`src/rtl/simd_pkg.sv`:
```
package simd_pkg;
  typedef enum logic [1:0] {
    LANE_B8   = 2'd0,
    LANE_B16  = 2'd1,
    LANE_B32  = 2'd2,
    LANE_B32X = 2'd3
  } lane_e;

  // Low byte-index bits that are shared by the bytes of one lane
  function automatic int unsigned lane_mask(input lane_e lw);
    case (lw)
      LANE_B8:  return 0;
      LANE_B16: return 1;
      default:  return 3;
    endcase
  endfunction

  // Byte idx begins a lane: the carry chain is cut here
  function automatic logic lane_start(input int unsigned idx, input lane_e lw);
    return (idx & lane_mask(lw)) == 0;
  endfunction

  // Index of the most significant byte of the lane holding byte idx
  function automatic int unsigned lane_top(input int unsigned idx, input lane_e lw);
    return idx | lane_mask(lw);
  endfunction
endpackage

```
`src/rtl/simd_byte_add.sv`:
```
module simd_byte_add (
  input  logic [7:0] a,
  input  logic [7:0] b,
  input  logic       cin,
  output logic [7:0] sum,
  output logic       cout,
  output logic       sovf
);
  logic [7:0] low;
  logic [1:0] high;

  // Split at the MSB so that the carry into the sign bit is visible
  assign low  = {1'b0, a[6:0]} + {1'b0, b[6:0]} + {7'd0, cin};
  assign high = {1'b0, a[7]} + {1'b0, b[7]} + {1'b0, low[7]};
  assign sum  = {high[0], low[6:0]};
  assign cout = high[1];
  assign sovf = high[1] ^ low[7];
endmodule

```
`src/rtl/simd_byte_sat.sv`:
```
module simd_byte_sat (
  input  logic [7:0] raw,
  input  logic       is_top,
  input  logic       top_cout,
  input  logic       top_sovf,
  input  logic       top_amsb,
  input  logic       sub,
  input  logic       sat_en,
  input  logic       is_signed,
  output logic [7:0] res,
  output logic       hit
);
  logic [7:0] clamp;

  always_comb begin
    if (is_signed) begin
      hit = sat_en & top_sovf;
      // Overflow direction follows the sign of the first operand
      if (top_amsb) clamp = is_top ? 8'h80 : 8'h00;
      else          clamp = is_top ? 8'h7F : 8'hFF;
    end else begin
      hit   = sat_en & (sub ? ~top_cout : top_cout);
      clamp = sub ? 8'h00 : 8'hFF;
    end
    res = hit ? clamp : raw;
  end
endmodule

```
`src/rtl/simd_sat_adder.sv`:
```
module simd_sat_adder #(
  parameter int unsigned DATA_W = 64
) (
  input  logic              clk,
  input  logic              rst_n,
  input  logic              in_valid,
  output logic              in_ready,
  input  logic [DATA_W-1:0] a,
  input  logic [DATA_W-1:0] b,
  input  logic              sub,
  input  logic [1:0]        lane_sel,
  input  logic              sat_en,
  input  logic              is_signed,
  output logic              out_valid,
  input  logic              out_ready,
  output logic [DATA_W-1:0] result,
  output logic [DATA_W/8-1:0] sat_flags
);
  import simd_pkg::*;

  localparam int unsigned NB = DATA_W / 8;
  localparam int unsigned IW = (NB > 1) ? $clog2(NB) : 1;

  lane_e              lw;
  logic [NB-1:0]      cin_v, cout_v, sovf_v, amsb_v, hit_v;
  logic [DATA_W-1:0]  raw_v, res_v;
  logic               accept;

  assign lw = lane_e'(lane_sel);

  for (genvar i = 0; i < NB; i++) begin : g_byte
    logic [IW-1:0] ti;
    logic [7:0]    b_eff;

    assign b_eff     = b[8*i +: 8] ^ {8{sub}};
    assign amsb_v[i] = a[8*i + 7];
    assign ti        = IW'(lane_top(i, lw));

    if (i == 0) begin : g_first
      assign cin_v[i] = sub;
    end else begin : g_chain
      assign cin_v[i] = lane_start(i, lw) ? sub : cout_v[i-1];
    end

    simd_byte_add u_add (
      .a    (a[8*i +: 8]),
      .b    (b_eff),
      .cin  (cin_v[i]),
      .sum  (raw_v[8*i +: 8]),
      .cout (cout_v[i]),
      .sovf (sovf_v[i])
    );

    simd_byte_sat u_sat (
      .raw       (raw_v[8*i +: 8]),
      .is_top    (ti == IW'(i)),
      .top_cout  (cout_v[ti]),
      .top_sovf  (sovf_v[ti]),
      .top_amsb  (amsb_v[ti]),
      .sub       (sub),
      .sat_en    (sat_en),
      .is_signed (is_signed),
      .res       (res_v[8*i +: 8]),
      .hit       (hit_v[i])
    );
  end

  assign in_ready = ~out_valid | out_ready;
  assign accept   = in_valid & in_ready;

  always_ff @(posedge clk or negedge rst_n) begin
    if (!rst_n) begin
      out_valid <= 1'b0;
      result    <= '0;
      sat_flags <= '0;
    end else if (accept) begin
      out_valid <= 1'b1;
      result    <= res_v;
      sat_flags <= hit_v;
    end else if (out_ready) begin
      out_valid <= 1'b0;
    end
  end
endmodule

```
`config.mk`:
```
export PLATFORM = sky130hd
export DESIGN_NAME = simd_sat_adder
export DESIGN_NICKNAME = d
export VERILOG_FILES = /design/src/rtl/simd_pkg.sv /design/src/rtl/simd_byte_add.sv /design/src/rtl/simd_byte_sat.sv /design/src/rtl/simd_sat_adder.sv
export SDC_FILE = /design/constraint.sdc
export NUM_CORES = 1
export LEC_CHECK = 0
export ABC_AREA = 0
export BUFFER_PORTS_ARGS = -buffer_cell sky130_fd_sc_hd__buf_4
export CORE_MARGIN = 1.5
export CORE_UTILIZATION = 57
export DETAILED_ROUTE_END_ITERATION = 10
export PLACE_DENSITY = 0.94
export SETUP_SLACK_MARGIN = 0.05
export SLEW_MARGIN = 5
export SYNTH_ARGS = -nofsm -noshare
export SYNTH_HDL_FRONTEND = slang
export SYNTH_SLANG_ARGS = --single-unit
```
`constraint.sdc`:
```
create_clock -name clk -period 3.4 [get_ports clk]
set_clock_uncertainty 0.2 [all_clocks]
set_input_delay 0.34 -clock clk [delete_from_list [all_inputs] [get_ports clk]]
set_output_delay 0.34 -clock clk [all_outputs]
set_load 0.05 [all_outputs]
```
==> results of run 1 <==
-- through the flow --
step / setup WS [ns] / hold slack [ns] / std cells / utilization
detailed placement: -5.556 / 0.2681 / 1241 / 0.8527
global placement: -5.128 / 0.2589 / 1241 / 0.8527
floorplan: -5.406 / -0.1556 / 765 / -
CTS: -4.994 / 0.02034 / 1321 / 0.9660
-- timing repair --
item                                   in CTS
endpoints found under the hold margin      67
resized for setup                         101
buffers inserted                           69
setup endpoints to repair                  72
gates cloned                                2
pin swaps                                  56
hold buffers                                1
-- cell families after synthesis --
logic type                 count (synthesis)  share of synthesized area
buffers and inverters                     79                    0.04429
adders and majority gates                 72                     0.1547
xor gates and xnor gates                 107                     0.1360
and+or+nand+nor                          209                     0.1539
DFF                                       73                     0.2650
muxes                                     16                    0.02414
AOI/OAI and AO/OA                        209                     0.2220
==> results by group, run 1 <==
Yosys
  – FF+latch count, synth: 73
  – Most area-consuming cells after synthesis: dfrtp_1 (27%), ha_1 (9.1%), xor2_1 (7.8%)
  – Number of library cell types mapped by synthesis: 65
  – Synth Warn #: 0
  – Seq/Total Area, Yosys: 0.2650
  – Share of the synthesized area in the top cell type: 0.2650
  – Synth Net Count: roughly 1000
  – Top-count cell post-synth: dfrtp_1
  – Commonest cells post-synth: dfrtp_1 (73), xor2_1 (61), nor2_1 (52)
  – Ys flop type: dfrtp_1
  – EDFF count, synth: 0
  – Synth Cell Area: between 0.006 and 0.007 mm²
  – Syn_area_per_cell: 9.010 µm²
  – Cell taking the most area after synthesis: dfrtp_1
  – Post-synthesis cell count: 765
  – FFs w/ async S/R, synth: 1.000

Floorplanning
  – Die span in x: 113.0 µm
  – Placement row count: 39
  – I/O pin count: 211
  – Height of the die: 113.0 µm
  – Initial Util: 0.5935

Clock network
  – CTS sink count: 73
  – Inserted Clock Buffers: 9
  – H-tree depth: 3
  – Max clock buf depth: 2
  – CTS Root Cell: clkbuf_16

Place
  – Area after DPL: 0.009903 mm²
  – Post-DP HPWL: 19470 µm
  – PortBufs: 210
  – Gpl congestion: 0.9962

Global routing
  – Largest net degree at the start of global routing: 74

STA
  – Worst endpoint type: sequential cell input
  – GRT worst endpoint: result[38]$_DFFE_PN0P_/D

Run status
  – First Err: [ERROR DPL-0038] Utilization greater than 100%, impossible to legalize
  – Status: aborted with a tool error
  – Halt Stage: global routing
==> run 2, diff against run 1 <==
--- a/config.mk
+++ b/config.mk
@@ -8,10 +8,9 @@
 export ABC_AREA = 0
 export BUFFER_PORTS_ARGS = -buffer_cell sky130_fd_sc_hd__buf_4
 export CORE_MARGIN = 1.5
-export CORE_UTILIZATION = 57
+export CORE_UTILIZATION = 40
 export DETAILED_ROUTE_END_ITERATION = 10
-export PLACE_DENSITY = 0.94
-export SETUP_SLACK_MARGIN = 0.05
+export PLACE_DENSITY_LB_ADDON = 0.15
 export SLEW_MARGIN = 5
 export SYNTH_ARGS = -nofsm -noshare
 export SYNTH_HDL_FRONTEND = slang
==> run 2 against run 1 <==
The flow now finishes, with violations (negative hold slack, negative setup slack). Synthesized cell count unchanged. Synthesized area unchanged.
==> results by group, run 2 <==
Cells and area
  – Max FFs per register: 64
  – Diodes inserted: 0
  – Top Registers: result x64, sat_flags x8, out_valid x1
  – Fill count: approximately 1400
  – Nets: 1399
  – Most common cell after layout, fill and taps aside: buf_4
  – Most flop-heavy register: result
  – Reg area: 0.001827 mm²
  – Non-filler cells, final: 1413
  – Layout cell share with drive strength beyond 1: 0.4786
  – Most frequent cells in the layout: buf_4 (430), dfrtp_1 (73), xor2_1 (58)
  – Multi-input logic area: roughly 0.0053 mm²
  – Area added between synthesis and finish: 64.95%

Yosys
  – EDFF count, synth: 0 (unchanged)
  – Cell taking the most area after synthesis: dfrtp_1 (unchanged)
  – Post-synthesis cell count: 765 (unchanged)
  – Top-count cell post-synth: dfrtp_1 (unchanged)
  – Synth Net Count: 974 (unchanged)
  – Number of library cell types mapped by synthesis: 65 (unchanged)
  – Share of the synthesized area in the top cell type: 0.2650 (unchanged)
  – Seq/Total Area, Yosys: 0.2650 (unchanged)
  – Ys flop type: dfrtp_1 (unchanged)
  – Most area-consuming cells after synthesis: dfrtp_1 (27%), ha_1 (9.1%), xor2_1 (7.8%) (unchanged)
  – Syn_area_per_cell: 9.010 µm² (unchanged)
  – Synth Cell Area: 0.006893 mm² (unchanged)
  – Synth Warn #: 0 (unchanged)
  – FF+latch count, synth: 73 (unchanged)
  – FFs w/ async S/R, synth: 1.000 (unchanged)
  – Commonest cells post-synth: dfrtp_1 (73), xor2_1 (61), nor2_1 (52) (unchanged)

Power
  – Switching Fraction: 0.4470
  – Sequential power share: 0.221
  – Total power: 5.875 mW
  – Pwr Density: 516.7 mW/mm²
  – P_leak: 5.544 nW
  – Clock Power Share: 0.146
  – Comb pwr share: 0.633
  – Sw Pwr: 2.626 mW
  – Pint: between 3 and 4 mW
  – Max IR drop VDD: between 300 and 400 µV

Floorplanning
  – Height of the die: 134.3 µm (was 113.0 µm)
  – I/O pin count: 211 (unchanged)
  – Die area: approximately 0.018 mm²
  – Die span in x: 134.3 µm (was 113.0 µm)
  – Placement row count: 47 (was 39)
  – Core Region: 0.01670 mm²
  – Initial Util: 0.4127 (was 0.5935)

Worst setup path
  – Data arrival, critical path: about 8 ns
  – CP most frequent cell: fa_2
  – Crit path kind: input pin to flop
  – CP max stage cell: or4_4
  – Element type at the critical path start: input pin
  – Critical Path RT: 3.41 ns
  – Setup crit end kind: flop
  – Crit Path Max Fanout: 7
  – CP peak stage delay: 0.47 ns

Global routing
  – Met3 Track Usage GR: 0.03477
  – GRT busiest layer: met2
  – Largest net degree at the start of global routing: 74
  – First-pass GRT wire length: 36760 µm
  – Initial antenna violation count: 0
  – Grt ovf: 0
  – Met1 GRT Util: 0.3219
  – GRT Resource Usage Total: 0.2554
  – GR Util met2: 0.4390
  – Vias in the first global route: 7527

Hold path
  – Worst min-delay path class: input pin to asynchronous set/reset pin

Clock network
  – TritonCTS clock tree: yes
  – Max clock buf depth: 2 (unchanged)
  – Inserted Clock Buffers: 9 (unchanged)
  – CTS Root Cell: clkbuf_16 (unchanged)
  – Clock Latency Late Sink: about 0.33 ns
  – Hold_buf cts: 0 (was 1)
  – CTS clock-pin slew for the worst setup and hold paths: 0.05 ns
  – CTS sink count: 73 (unchanged)
  – H-tree depth: 3 (unchanged)

Run status
  – Status: finished, violations left (was aborted with a tool error)
  – Failing checks: negative hold slack, negative setup slack

STA
  – Period utilization: 2.420
  – RSZ-0062 raised after global routing: true
  – Hold Violations, Final: 3
  – Max Slew Vio Count: 0
  – Relative slew slack: 0.3139
  – Worst hold margin: -0.01892 ns
  – Final worst setup slack: -4.828 ns
  – Setup violations, final: 72
  – Tmin final: ~8.2 ns
  – Worst Tran Pin Value: between 1 and 1.5 ns
  – Fmax: around 120 MHz

Place
  – Placed instance count: 1322 (was 1241)
  – Post-DP HPWL: 16740 µm (was 19470 µm)
  – Place WS: -5.367 ns (was -5.556 ns)
  – Gpl congestion: 0.8648 (was 0.9962)
  – PortBufs: 210 (unchanged)

Routing
  – Initial DRT Pass Iterations: 4
  – Drt wl/cell: ~16 µm
  – Final ANT Viol Nets: 0
  – Drt drc: 0
  – WL final: 23300 µm
  – Vias: 7406
  – DRT iter0 DRCs: 368
  – Vias per cell: 5.241

Run
  – Maxcap violations: 0
==> run 2: area by class of cell <==
class                      instances  area share
sequential                        73      0.1607
timing repair buffer             449      0.3084
multi-input combinational        614      0.4705
clock buffer                      10     0.02014
clock inverter                     4    0.001981
inverter                          43     0.01420
tap                              220     0.02421
==> run 2: worst paths after layout <==
| check | slack, ns | cells past startpoint | endpoint | start |
|---|---|---|---|---|
| min | -0.02 | 1 | result[12]$_DFFE_PN0P_ | rst_n |
| max in group asynchronous | 2.36 | 1 | sat_flags[4]$_DFFE_PN0P_ | rst_n |
| min reg2reg | 0.28 | 2 | sat_flags[1]$_DFFE_PN0P_ | sat_flags[1]$_DFFE_PN0P_ |
| min in group clk | 0.02 | 2 | out_valid$_DFFE_PN0P_ | in_valid |
| max reg2reg | 1.08 | 5 | result[37]$_DFFE_PN0P_ | out_valid$_DFFE_PN0P_ |
| max | -4.83 | 40 | result[37]$_DFFE_PN0P_ | sub |
==> run 2: critical path, delay by kind of cell <==
family	cells	cell delay (ns)
AOI/OAI and AO/OA	15	2.17
xor gates and xnor gates	1	0.15
adders and majority gates	8	3.04
buffers and inverters	4	0.43
and+or+nand+nor	12	2.08
==> run 2: cell families after synthesis <==
logic type | count (synthesis) | synth area share
AO/OA/AOI/OAI | 209 | 0.2220
XOR/XNOR | 107 | 0.1360
adder cells (fa/ha/maj) | 72 | 0.1547
buffers and inverters | 79 | 0.04429
flip-flops | 73 | 0.2650
multiplexers | 16 | 0.02414
AND/OR/NAND/NOR | 209 | 0.1539
==> run 2: per-layer routing <==
| layer | part of all wire | wire length [µm] |
|---|---|---|
| met1 | 0.43 | 9975 |
| met2 | 0.50 | 11690 |
| met3 | 0.044 | 1036 |
| met4 | 0.026 | 597 |
| met5 | 0 | 0 |
==> run 2: timing repair <==
action                                  in CTS  in global routing
endpoints found under the setup margin      72                 72
buffers inserted                            57                 19
resized for setup                           74                 29
pin swaps                                   59                 46
gates cloned                                 2                  0
==> run 2: stage by stage <==
stage | utilization | hold WS [ns] | setup TNS [ns] | area (µm²)
after detailed placement | 0.6013 | 0.2641 | -367.41 | 10040
final | 0.6808 | -0.01892 | -328.48 | 11370
after global routing | 0.6808 | 0.02716 | -353.28 | 11370
after global placement | 0.6013 | 0.2616 | -354.13 | 10040
after CTS | 0.6633 | 0.005849 | -324.96 | 11080
after floorplan | - | -0.1556 | -362.38 | 7202
==> run 2: power by group through the flow <==
stage,logic (mW),clock network [mW],registers [mW]
6_report,3.72,0.856,1.30
5_1_grt,3.96,0.910,1.33
4_1_cts,3.59,0.870,1.30
3_5_place_dp,3.32,0,1.31
3_3_place_gp,3.29,0,1.31
2_1_floorplan,1.24,0,2.18
(Power assumes the default switching activity.)
